### src/rtl/ovp_pkg.sv
package ovp_pkg;
  typedef enum logic [1:0] {
    PWM_NORM = 2'b00,
    PWM_LOW  = 2'b01,
    PWM_HIZ  = 2'b10
  } pwm_mode_e;
endpackage

### src/rtl/ovp_thresh.sv
module ovp_thresh #(
  parameter int W        = 12,
  parameter int FIXED_MV = 1273,
  parameter int TRIP_OFS = 175,
  parameter int REL_OFS  = 75
) (
  input  logic         en,
  input  logic         vid_ok,
  input  logic         soft_start,
  input  logic [W-1:0] vsense_mv,
  input  logic [W-1:0] dac_mv,
  output logic         trip,
  output logic         below_rel
);
  localparam int XW = W + 1;
  localparam logic [XW-1:0] FIX_X  = XW'(FIXED_MV);
  localparam logic [XW-1:0] TRIP_X = XW'(TRIP_OFS);
  localparam logic [XW-1:0] REL_X  = XW'(REL_OFS);

  logic [XW-1:0] vs_x, dac_x, trip_lvl, rel_lvl;
  logic          use_dac;

  always_comb begin
    vs_x     = {1'b0, vsense_mv};
    dac_x    = {1'b0, dac_mv};
    use_dac  = en && vid_ok && !soft_start;
    trip_lvl = use_dac ? (dac_x + TRIP_X) : FIX_X;
    rel_lvl  = dac_x + REL_X;
    trip      = vs_x > trip_lvl;
    below_rel = vs_x < rel_lvl;
  end
endmodule

### src/rtl/ovp_latch.sv
module ovp_latch
  import ovp_pkg::*;
(
  input  logic      clk,
  input  logic      rst,
  input  logic      en,
  input  logic      trip,
  input  logic      below_rel,
  output pwm_mode_e mode_d,
  output logic      latched
);
  logic en_q, clamp_q, lat_q;
  logic clamp_d, lat_d, clr;

  always_comb begin
    clr     = en_q && !en;
    clamp_d = clamp_q;
    lat_d   = lat_q;
    if (clr) begin
      clamp_d = 1'b0;
      lat_d   = 1'b0;
    end else if (trip) begin
      clamp_d = 1'b1;
      lat_d   = 1'b1;
    end else if (clamp_q && below_rel) begin
      clamp_d = 1'b0;
    end
    if (clamp_d)    mode_d = PWM_LOW;
    else if (lat_d) mode_d = PWM_HIZ;
    else            mode_d = PWM_NORM;
  end

  always_ff @(posedge clk) begin
    if (rst) begin
      en_q    <= 1'b0;
      clamp_q <= 1'b0;
      lat_q   <= 1'b0;
    end else begin
      en_q    <= en;
      clamp_q <= clamp_d;
      lat_q   <= lat_d;
    end
  end

  assign latched = lat_q;


  trip_clamp_chk: assert property (@(posedge clk) disable iff (rst)
    (trip && !(en_q && !en)) |=> (clamp_q && lat_q));

  release_chk: assert property (@(posedge clk) disable iff (rst)
    (clamp_q && !trip && below_rel && !(en_q && !en)) |=> (!clamp_q && lat_q));

  hold_chk: assert property (@(posedge clk) disable iff (rst)
    (lat_q && !(en_q && !en)) |=> lat_q);

  clear_chk: assert property (@(posedge clk) disable iff (rst)
    (en_q && !en) |=> (!lat_q && !clamp_q));
endmodule

### src/rtl/ovp_phase_drv.sv
module ovp_phase_drv
  import ovp_pkg::*;
(
  input  logic       clk,
  input  logic       rst,
  input  pwm_mode_e  mode_d,
  output logic [1:0] mode_q
);
  always_ff @(posedge clk) begin
    if (rst) mode_q <= PWM_NORM;
    else     mode_q <= mode_d;
  end
endmodule

### src/rtl/ovp_guard.sv
module ovp_guard
  import ovp_pkg::*;
#(
  parameter int W        = 12,
  parameter int NPH      = 4,
  parameter int FIXED_MV = 1273,
  parameter int TRIP_OFS = 175,
  parameter int REL_OFS  = 75
) (
  input  logic             clk,
  input  logic             rst,
  input  logic             en,
  input  logic             vid_ok,
  input  logic             soft_start,
  input  logic [W-1:0]     vsense_mv,
  input  logic [W-1:0]     dac_mv,
  output logic [2*NPH-1:0] pwm_mode,
  output logic             ovp_latched
);
  logic      trip, below_rel;
  pwm_mode_e mode_d;

  ovp_thresh #(
    .W(W), .FIXED_MV(FIXED_MV), .TRIP_OFS(TRIP_OFS), .REL_OFS(REL_OFS)
  ) u_thresh (
    .en(en), .vid_ok(vid_ok), .soft_start(soft_start),
    .vsense_mv(vsense_mv), .dac_mv(dac_mv),
    .trip(trip), .below_rel(below_rel)
  );

  ovp_latch u_latch (
    .clk(clk), .rst(rst), .en(en), .trip(trip), .below_rel(below_rel),
    .mode_d(mode_d), .latched(ovp_latched)
  );

  for (genvar p = 0; p < NPH; p++) begin : g_phase
    ovp_phase_drv u_drv (
      .clk(clk), .rst(rst), .mode_d(mode_d),
      .mode_q(pwm_mode[2*p +: 2])
    );
  end


  no_norm_when_latched_chk: assert property (@(posedge clk) disable iff (rst)
    ovp_latched |-> (pwm_mode[1:0] != PWM_NORM));

  phase_match_chk: assert property (@(posedge clk) disable iff (rst)
    pwm_mode == {NPH{pwm_mode[1:0]}});
endmodule

### config.mk
export PLATFORM = sky130hd
export DESIGN_NAME = ovp_guard
export DESIGN_NICKNAME = d
export VERILOG_FILES = /design/src/rtl/ovp_pkg.sv /design/src/rtl/ovp_thresh.sv /design/src/rtl/ovp_latch.sv /design/src/rtl/ovp_phase_drv.sv /design/src/rtl/ovp_guard.sv
export SDC_FILE = /design/constraint.sdc
export NUM_CORES = 1
export LEC_CHECK = 0
export BUFFER_PORTS_ARGS = -buffer_cell sky130_fd_sc_hd__buf_2
export CAP_MARGIN = 15
export CORE_MARGIN = 4
export CORE_UTILIZATION = 51
export DETAILED_ROUTE_END_ITERATION = 12
export PLACE_DENSITY = 0.91
export SYNTH_ARGS = -nofsm -noshare
export SYNTH_HDL_FRONTEND = slang
export SYNTH_SLANG_ARGS = --single-unit
### constraint.sdc
create_clock -name clk -period 6.82 [get_ports clk]
set_input_delay 1.023 -clock clk [delete_from_list [all_inputs] [get_ports clk]]
set_output_delay 1.023 -clock clk [all_outputs]
set_load 0.02 [all_outputs]
### After elaboration in Yosys (flattened, before gate mapping)

Index checks and enable logic that the tools add are counted.

| storage, ports and cells | value |
|---|---|
| bits in registers | 5 |
| bits of input ports | 29 |
| output and inout port bits | 9 |
| logic and storage cells | 24 |

| operators by class | value |
|---|---|
| add/subtract/negate cells | 2 |
| order comparisons | 2 |
| multiplexer cells | 8 |
| reductions and logical operators | 7 |

Operators by type and width:

| cell | count |
|---|---|
| $add 12x7->13 const B | 1 |
| $add 12x8->13 const B | 1 |
| $gt 12x13->1 | 1 |
| $lt 12x13->1 | 1 |
| $mux 13 | 1 |
| $mux 1 | 6 |
| $logic_and 1x1->1 | 4 |
| $logic_not 1->1 | 2 |
| $mux 2 | 1 |
| $reduce_or 2->1 | 1 |

### Depth between registers and ports, before layout

| logic depth | value |
|---|---|
| depth in word-level cells | 8 |
| depth in mapped cells | 13 |
| depth with buffers taken out | 13 |

### By module

From an unflattened synthesis, not the netlist that was laid out.

| second synthesis, totals | value |
|---|---|
| cell total of the unflattened synthesis | 171 |
| area, all modules | 1382.6 µm² |

Modules (own cells, without submodules):

| module | instances | cells an instance | area an instance (µm²) | sequential area each (µm²) |
|---|---|---|---|---|
| ovp_thresh | 1 | 142 | 1031.0 | 0.0 |
| ovp_phase_drv | 4 | 4 | 52.6 | 40.0 |
| ovp_latch | 1 | 13 | 141.4 | 60.1 |

### Worst setup path after synthesis

No wires, ideal clock.

| timing | value |
|---|---|
| path type | input-to-reg |
| start | input dac_mv[3] |
| end | register g_phase[3].u_drv.mode_q[0] |
| setup time | 0.114 ns |
| data arrival time | 3.176 ns |
| data required time | 6.706 ns |
| slack | 3.529 ns |
| stages on the path | 12 |
| buffers on the path | 1 |
| cells stage by stage | clkbuf_8 o41ai_4 a21oi_2 nand3_1 xnor2_1 nand2_1 ha_1 and3_2 nand3_1 a21oi_1 o311ai_1 a21bo_1 |

| between the ends | value |
|---|---|
| longest elaborated chain between the ends | 7 |
| elaborated cells on any way between the ends | 10 |
| classes of those cells | add/sub: 2; order compare: 2; mux: 5; reduce/logical: 1 |

RTL lines:

| element | RTL line | text |
|---|---|---|
| start: declaration | ovp_guard.sv:16 | `input logic [W-1:0] dac_mv,` |
| $add 12x7->13 | ovp_thresh.sv:28 | `rel_lvl = dac_x + REL_X;` |
| $lt 12x13->1 | ovp_thresh.sv:30 | `below_rel = vs_x < rel_lvl;` |
| $logic_and 1x1->1 | ovp_latch.sv:25 | `end else if (clamp_q && below_rel) begin` |
| $mux 1 | ovp_latch.sv:25 |  |
| $mux 1 (*) | ovp_latch.sv:22 | `end else if (trip) begin` |
| $mux 1 (*) | ovp_latch.sv:19 | `if (clr) begin` |
| $mux 1 (*) | ovp_latch.sv:28 | `if (clamp_d) mode_d = PWM_LOW;` |
| end signal: assignment | ovp_phase_drv.sv:11 | `else mode_q <= mode_d;` |
| end: declaration | ovp_phase_drv.sv:7 | `output logic [1:0] mode_q` |

Every way passes the cells marked *; elsewhere a longest branch is shown, timed or not.
A chain may end at the register's enable or synchronous reset.

### Final worst setup path

| timing | value |
|---|---|
| start | input dac_mv[0] |
| end | register g_phase[3].u_drv.mode_q[0] |

Same word-level chain as after synthesis.

==> run_results.csv <==
group,metric,value,unit
detailed_routing,routed-wl-met2,1302,um
setup_path,endpoint_kind,"register",
sta,max_slew_margin,71.42,%
synthesis,synth_cell_types,45,
power_and_ir_drop,power_frac_clock,20.0,%
sta,rsz0062_at_grt,"no",
setup_path,crit_chain,"buf_2 > inv_1 > ha_1 > nor4b_2 > o21bai_2 > nand3_1 > xnor2_1 > nor2_1 > ha_1 > and3_2 > nand3_1 > a21oi_1 > o311ai_1 > a21bo_1",
floorplanning,start_util,55.72,%
worst_hold_path,worstHoldStart,"u_latch.latched$_SDFF_PP0_",
clock_tree,clock-root-buffer,"clkbuf_4",
synthesis,synth_fa_ha_area_share,23.46,%
detailed_routing,dr_wl_met3,155,um
sta,tns,0,ns
floorplanning,die_x,58.10,um
grt,antenna_found_initial,0,
detailed_routing,dr.first_iter.drc_count,14,
grt,grt_usage,15.18,%
run_status,status,"complete, no violations",
grt,grt_pass1_wl,4167,um
worst_hold_path,hold_path_depth,2,
synthesis,ys_warn_count,0,
floorplanning,die_h,58.10,um
worst_hold_path,min_path_type,"register to register",
clock_tree,ctsHoldBuffers,0,
grt,grt_overflow,0,
detailed_routing,dr.max_layer_used,"met3",
layout,drive_gt1_share,31.67,%
synthesis,syn_nets,207,
power_and_ir_drop,p_leak,0.6881,nW
sta,period_share,51.35,%
clock_tree,htreeDepth,1,
layout,layout_common_cells,"buf_2 (37), ha_1 (24), nand2_1 (16)",
detailed_routing,dr_total_vias,1151,
setup_path,cp-start-kind,"primary input",
synthesis,synth_top_family_by_area,"compound AO/OA/AOI/OAI gates",
layout,fin_nets,235,
synthesis,seq_area_frac_synth,6.256,%
detailed_routing,route.detailed.drc,0,
synthesis,netlist_instances,154,
sta,setup_viol,0,
clock_tree,cts_sinks,4,
sta,whs,0.4710,ns
setup_path,cp_num_buf_inv,2,
synthesis,syn_area,1280,um^2
power_and_ir_drop,swShare,41.94,%
setup_path,path_delay_family,"compound AO/OA/AOI/OAI gates",
synthesis,synth_top_cell_area_share,23.46,%
power_and_ir_drop,power_frac_seq,19.2,%
synthesis,synth_ff_type,"dfxtp_1",
clock_tree,cts_setup_buffers,0,
synthesis,synth_area_leaders,"ha_1 (23%), xor2_1 (7.5%), dfxtp_1 (6.3%), xnor2_1 (5.5%), nand2_1 (4.7%)",
setup_path,r2r_cells,3,
floorplanning,core,2297,um^2
layout,n_antenna_cell,0,
power_and_ir_drop,combPwrFrac,60.9,%
placement,dp_hpwl,2322,um
synthesis,async_reset_ff_share,0,%
setup_path,required,6.94,ns
sta,tightest_slew,0.4267,ns
power_and_ir_drop,powerDensity,102.8,nW/um^2
floorplanning,io_pins,38,
setup_path,crit_arrival,3.62,ns
sta,finClkSkew,0.002196,ns
synthesis,post_synth_mux_area_share,0,%
synthesis,synth-edff-count,0,
setup_path,worstPathMaxFanout,6,
power_and_ir_drop,p_sw,0.05982,mW
power_and_ir_drop,max-vdd-ir-drop,78.93,uV
synthesis,synth-compound-area-share,25.42,%
floorplanning,dieArea,3375,um^2
power_and_ir_drop,power,0.1426,mW
clock_tree,cts_resized,0,
sta,final_max_slew_viol_count,0,
synthesis,avgSynthCellArea,8.312,um^2
setup_path,worstReg2RegEnd,"g_phase[3].u_drv.mode_q[0]$_SDFF_PP0_",
clock_tree,clockBufferDepth,2,
layout,final_core_util,60.40,%
clock_tree,clock_latency,0.23,ns
synthesis,synth_simple_gate_area_share,19.84,%
grt,grt_max_degree,11,
placement,place.gp.congestion,0.8451,
power_and_ir_drop,p_int,0.08280,mW
detailed_routing,wl,2597,um
floorplanning,rows,17,
sta,final-hold-violation-count,0,
placement,portBuffers,37,
sta,fmax,285.5,MHz
detailed_routing,via_per_inst,5.534,
clock_tree,cts_tree,"built",
clock_tree,numCtsBuffers,3,
layout,final_area,1388,um^2
setup_path,criticalPathCategory,"primary input to register",
synthesis,synth_xor_area_share,13.00,%
synthesis,ys_ff_latch,4,
setup_path,cp_slowest_cell,"o311ai_1",
detailed_routing,routedWlPerCell,12.49,um
detailed_routing,dr.pass1.iters,4,
worst_hold_path,hold_end,"g_phase[3].u_drv.mode_q[1]$_SDFF_PP0_",
setup_path,rrSetupSlack,5.85,ns
grt,grt_pass1_vias,993,
run,max_cap_violations,0,
sta,min_period,3.502,ns
detailed_routing,met1_length,1139,um
synthesis,synth_top_cell_by_area,"ha_1",
layout,final_common_cell,"buf_2",
setup_path,max_stage_delay,0.36,ns
clock_tree,clk_pin_slew,0.04,ns
detailed_routing,ant_nets,0,
setup_path,r2r_start,"u_latch.en_q$_SDFF_PP0_",
layout,syn_to_final_growth,8.407,%
placement,placement.cell_area,1365,um^2
stage by stage:
step,std cells,worst slack [ns]
after CTS,208,3.308
after floorplan,154,3.529
after global placement,205,3.248
final,208,3.318
after global routing,208,3.160
after detailed placement,205,3.059
registers in the layout, summed over array words and instances, names as in the netlist:
name and cells:
u_latch.en_q 1, u_latch.latched 1, g_phase.u_drv.mode_q 2
how the worst max path moves through the flow:
stage | from | to | slack (ns) | depth (start not counted)
after detailed placement | dac_mv[0] | g_phase[3].u_drv.mode_q[0]$_SDFF_PP0_ | 3.06 | 14
after CTS | dac_mv[0] | g_phase[3].u_drv.mode_q[0]$_SDFF_PP0_ | 3.31 | 14
after global routing | dac_mv[0] | g_phase[3].u_drv.mode_q[0]$_SDFF_PP0_ | 3.16 | 14
after global placement | dac_mv[0] | g_phase[3].u_drv.mode_q[0]$_SDFF_PP0_ | 3.25 | 14
final | dac_mv[0] | g_phase[3].u_drv.mode_q[0]$_SDFF_PP0_ | 3.32 | 14
after floorplan | dac_mv[3] | g_phase[3].u_drv.mode_q[0]$_SDFF_PP0_ | 3.53 | 12
cell families after synthesis:
group	count (synthesis)
and+or+nand+nor	51
AOI/OAI and AO/OA	37
adders and majority gates	24
xor gates and xnor gates	19
buffers and inverters	19
DFF	4
worst min-delay path, cell delays in order (launching register included):
cell and delay (ns):
dfxtp_1 0.30, nand2_1 0.09, a211oi_2 0.04
synthesized netlist by cell type, types with 2 or more instances:
cell	number
a21o_1	5
a21oi_1	9
a21oi_2	2
buf_2	2
buf_4	7
clkbuf_8	3
dfxtp_1	4
ha_1	24
inv_1	4
nand2_1	16
nand3_1	4
nand4_1	2
nor2_1	15
nor3_1	3
o211ai_1	3
o21ai_0	3
o21ai_1	2
o21ai_2	2
xnor2_1	8
xor2_1	11
power by group through the flow:
| stage | Sequential [mW] | Combinational, mW | Clock, mW |
|---|---|---|---|
| floorplan | 0.0289 | 0.0677 | 0 |
| global placement | 0.0275 | 0.0849 | 0 |
| detailed placement | 0.0278 | 0.0870 | 0 |
| CTS | 0.0274 | 0.0874 | 0.0293 |
| global route | 0.0277 | 0.0965 | 0.0331 |
| finish | 0.0273 | 0.0868 | 0.0285 |
per-layer routing:
layer,vias to the layer above,track usage [%]
met1,525,18.82
li1,597,-
met2,29,27.42
met5,-,0
met4,0,2.318
met3,0,2.895
layout make-up:
cell class	instances	area, um^2
Timing Repair Buffer	37	185.2
Multi-Input combinational cell	131	1046
Clock buffer	3	22.52
Tap cell	28	35.03
Fill cell	212	909.6
Sequential cell	4	80.08
Inverter	5	18.77
Note: power is estimated with default switching activity, not from simulation.
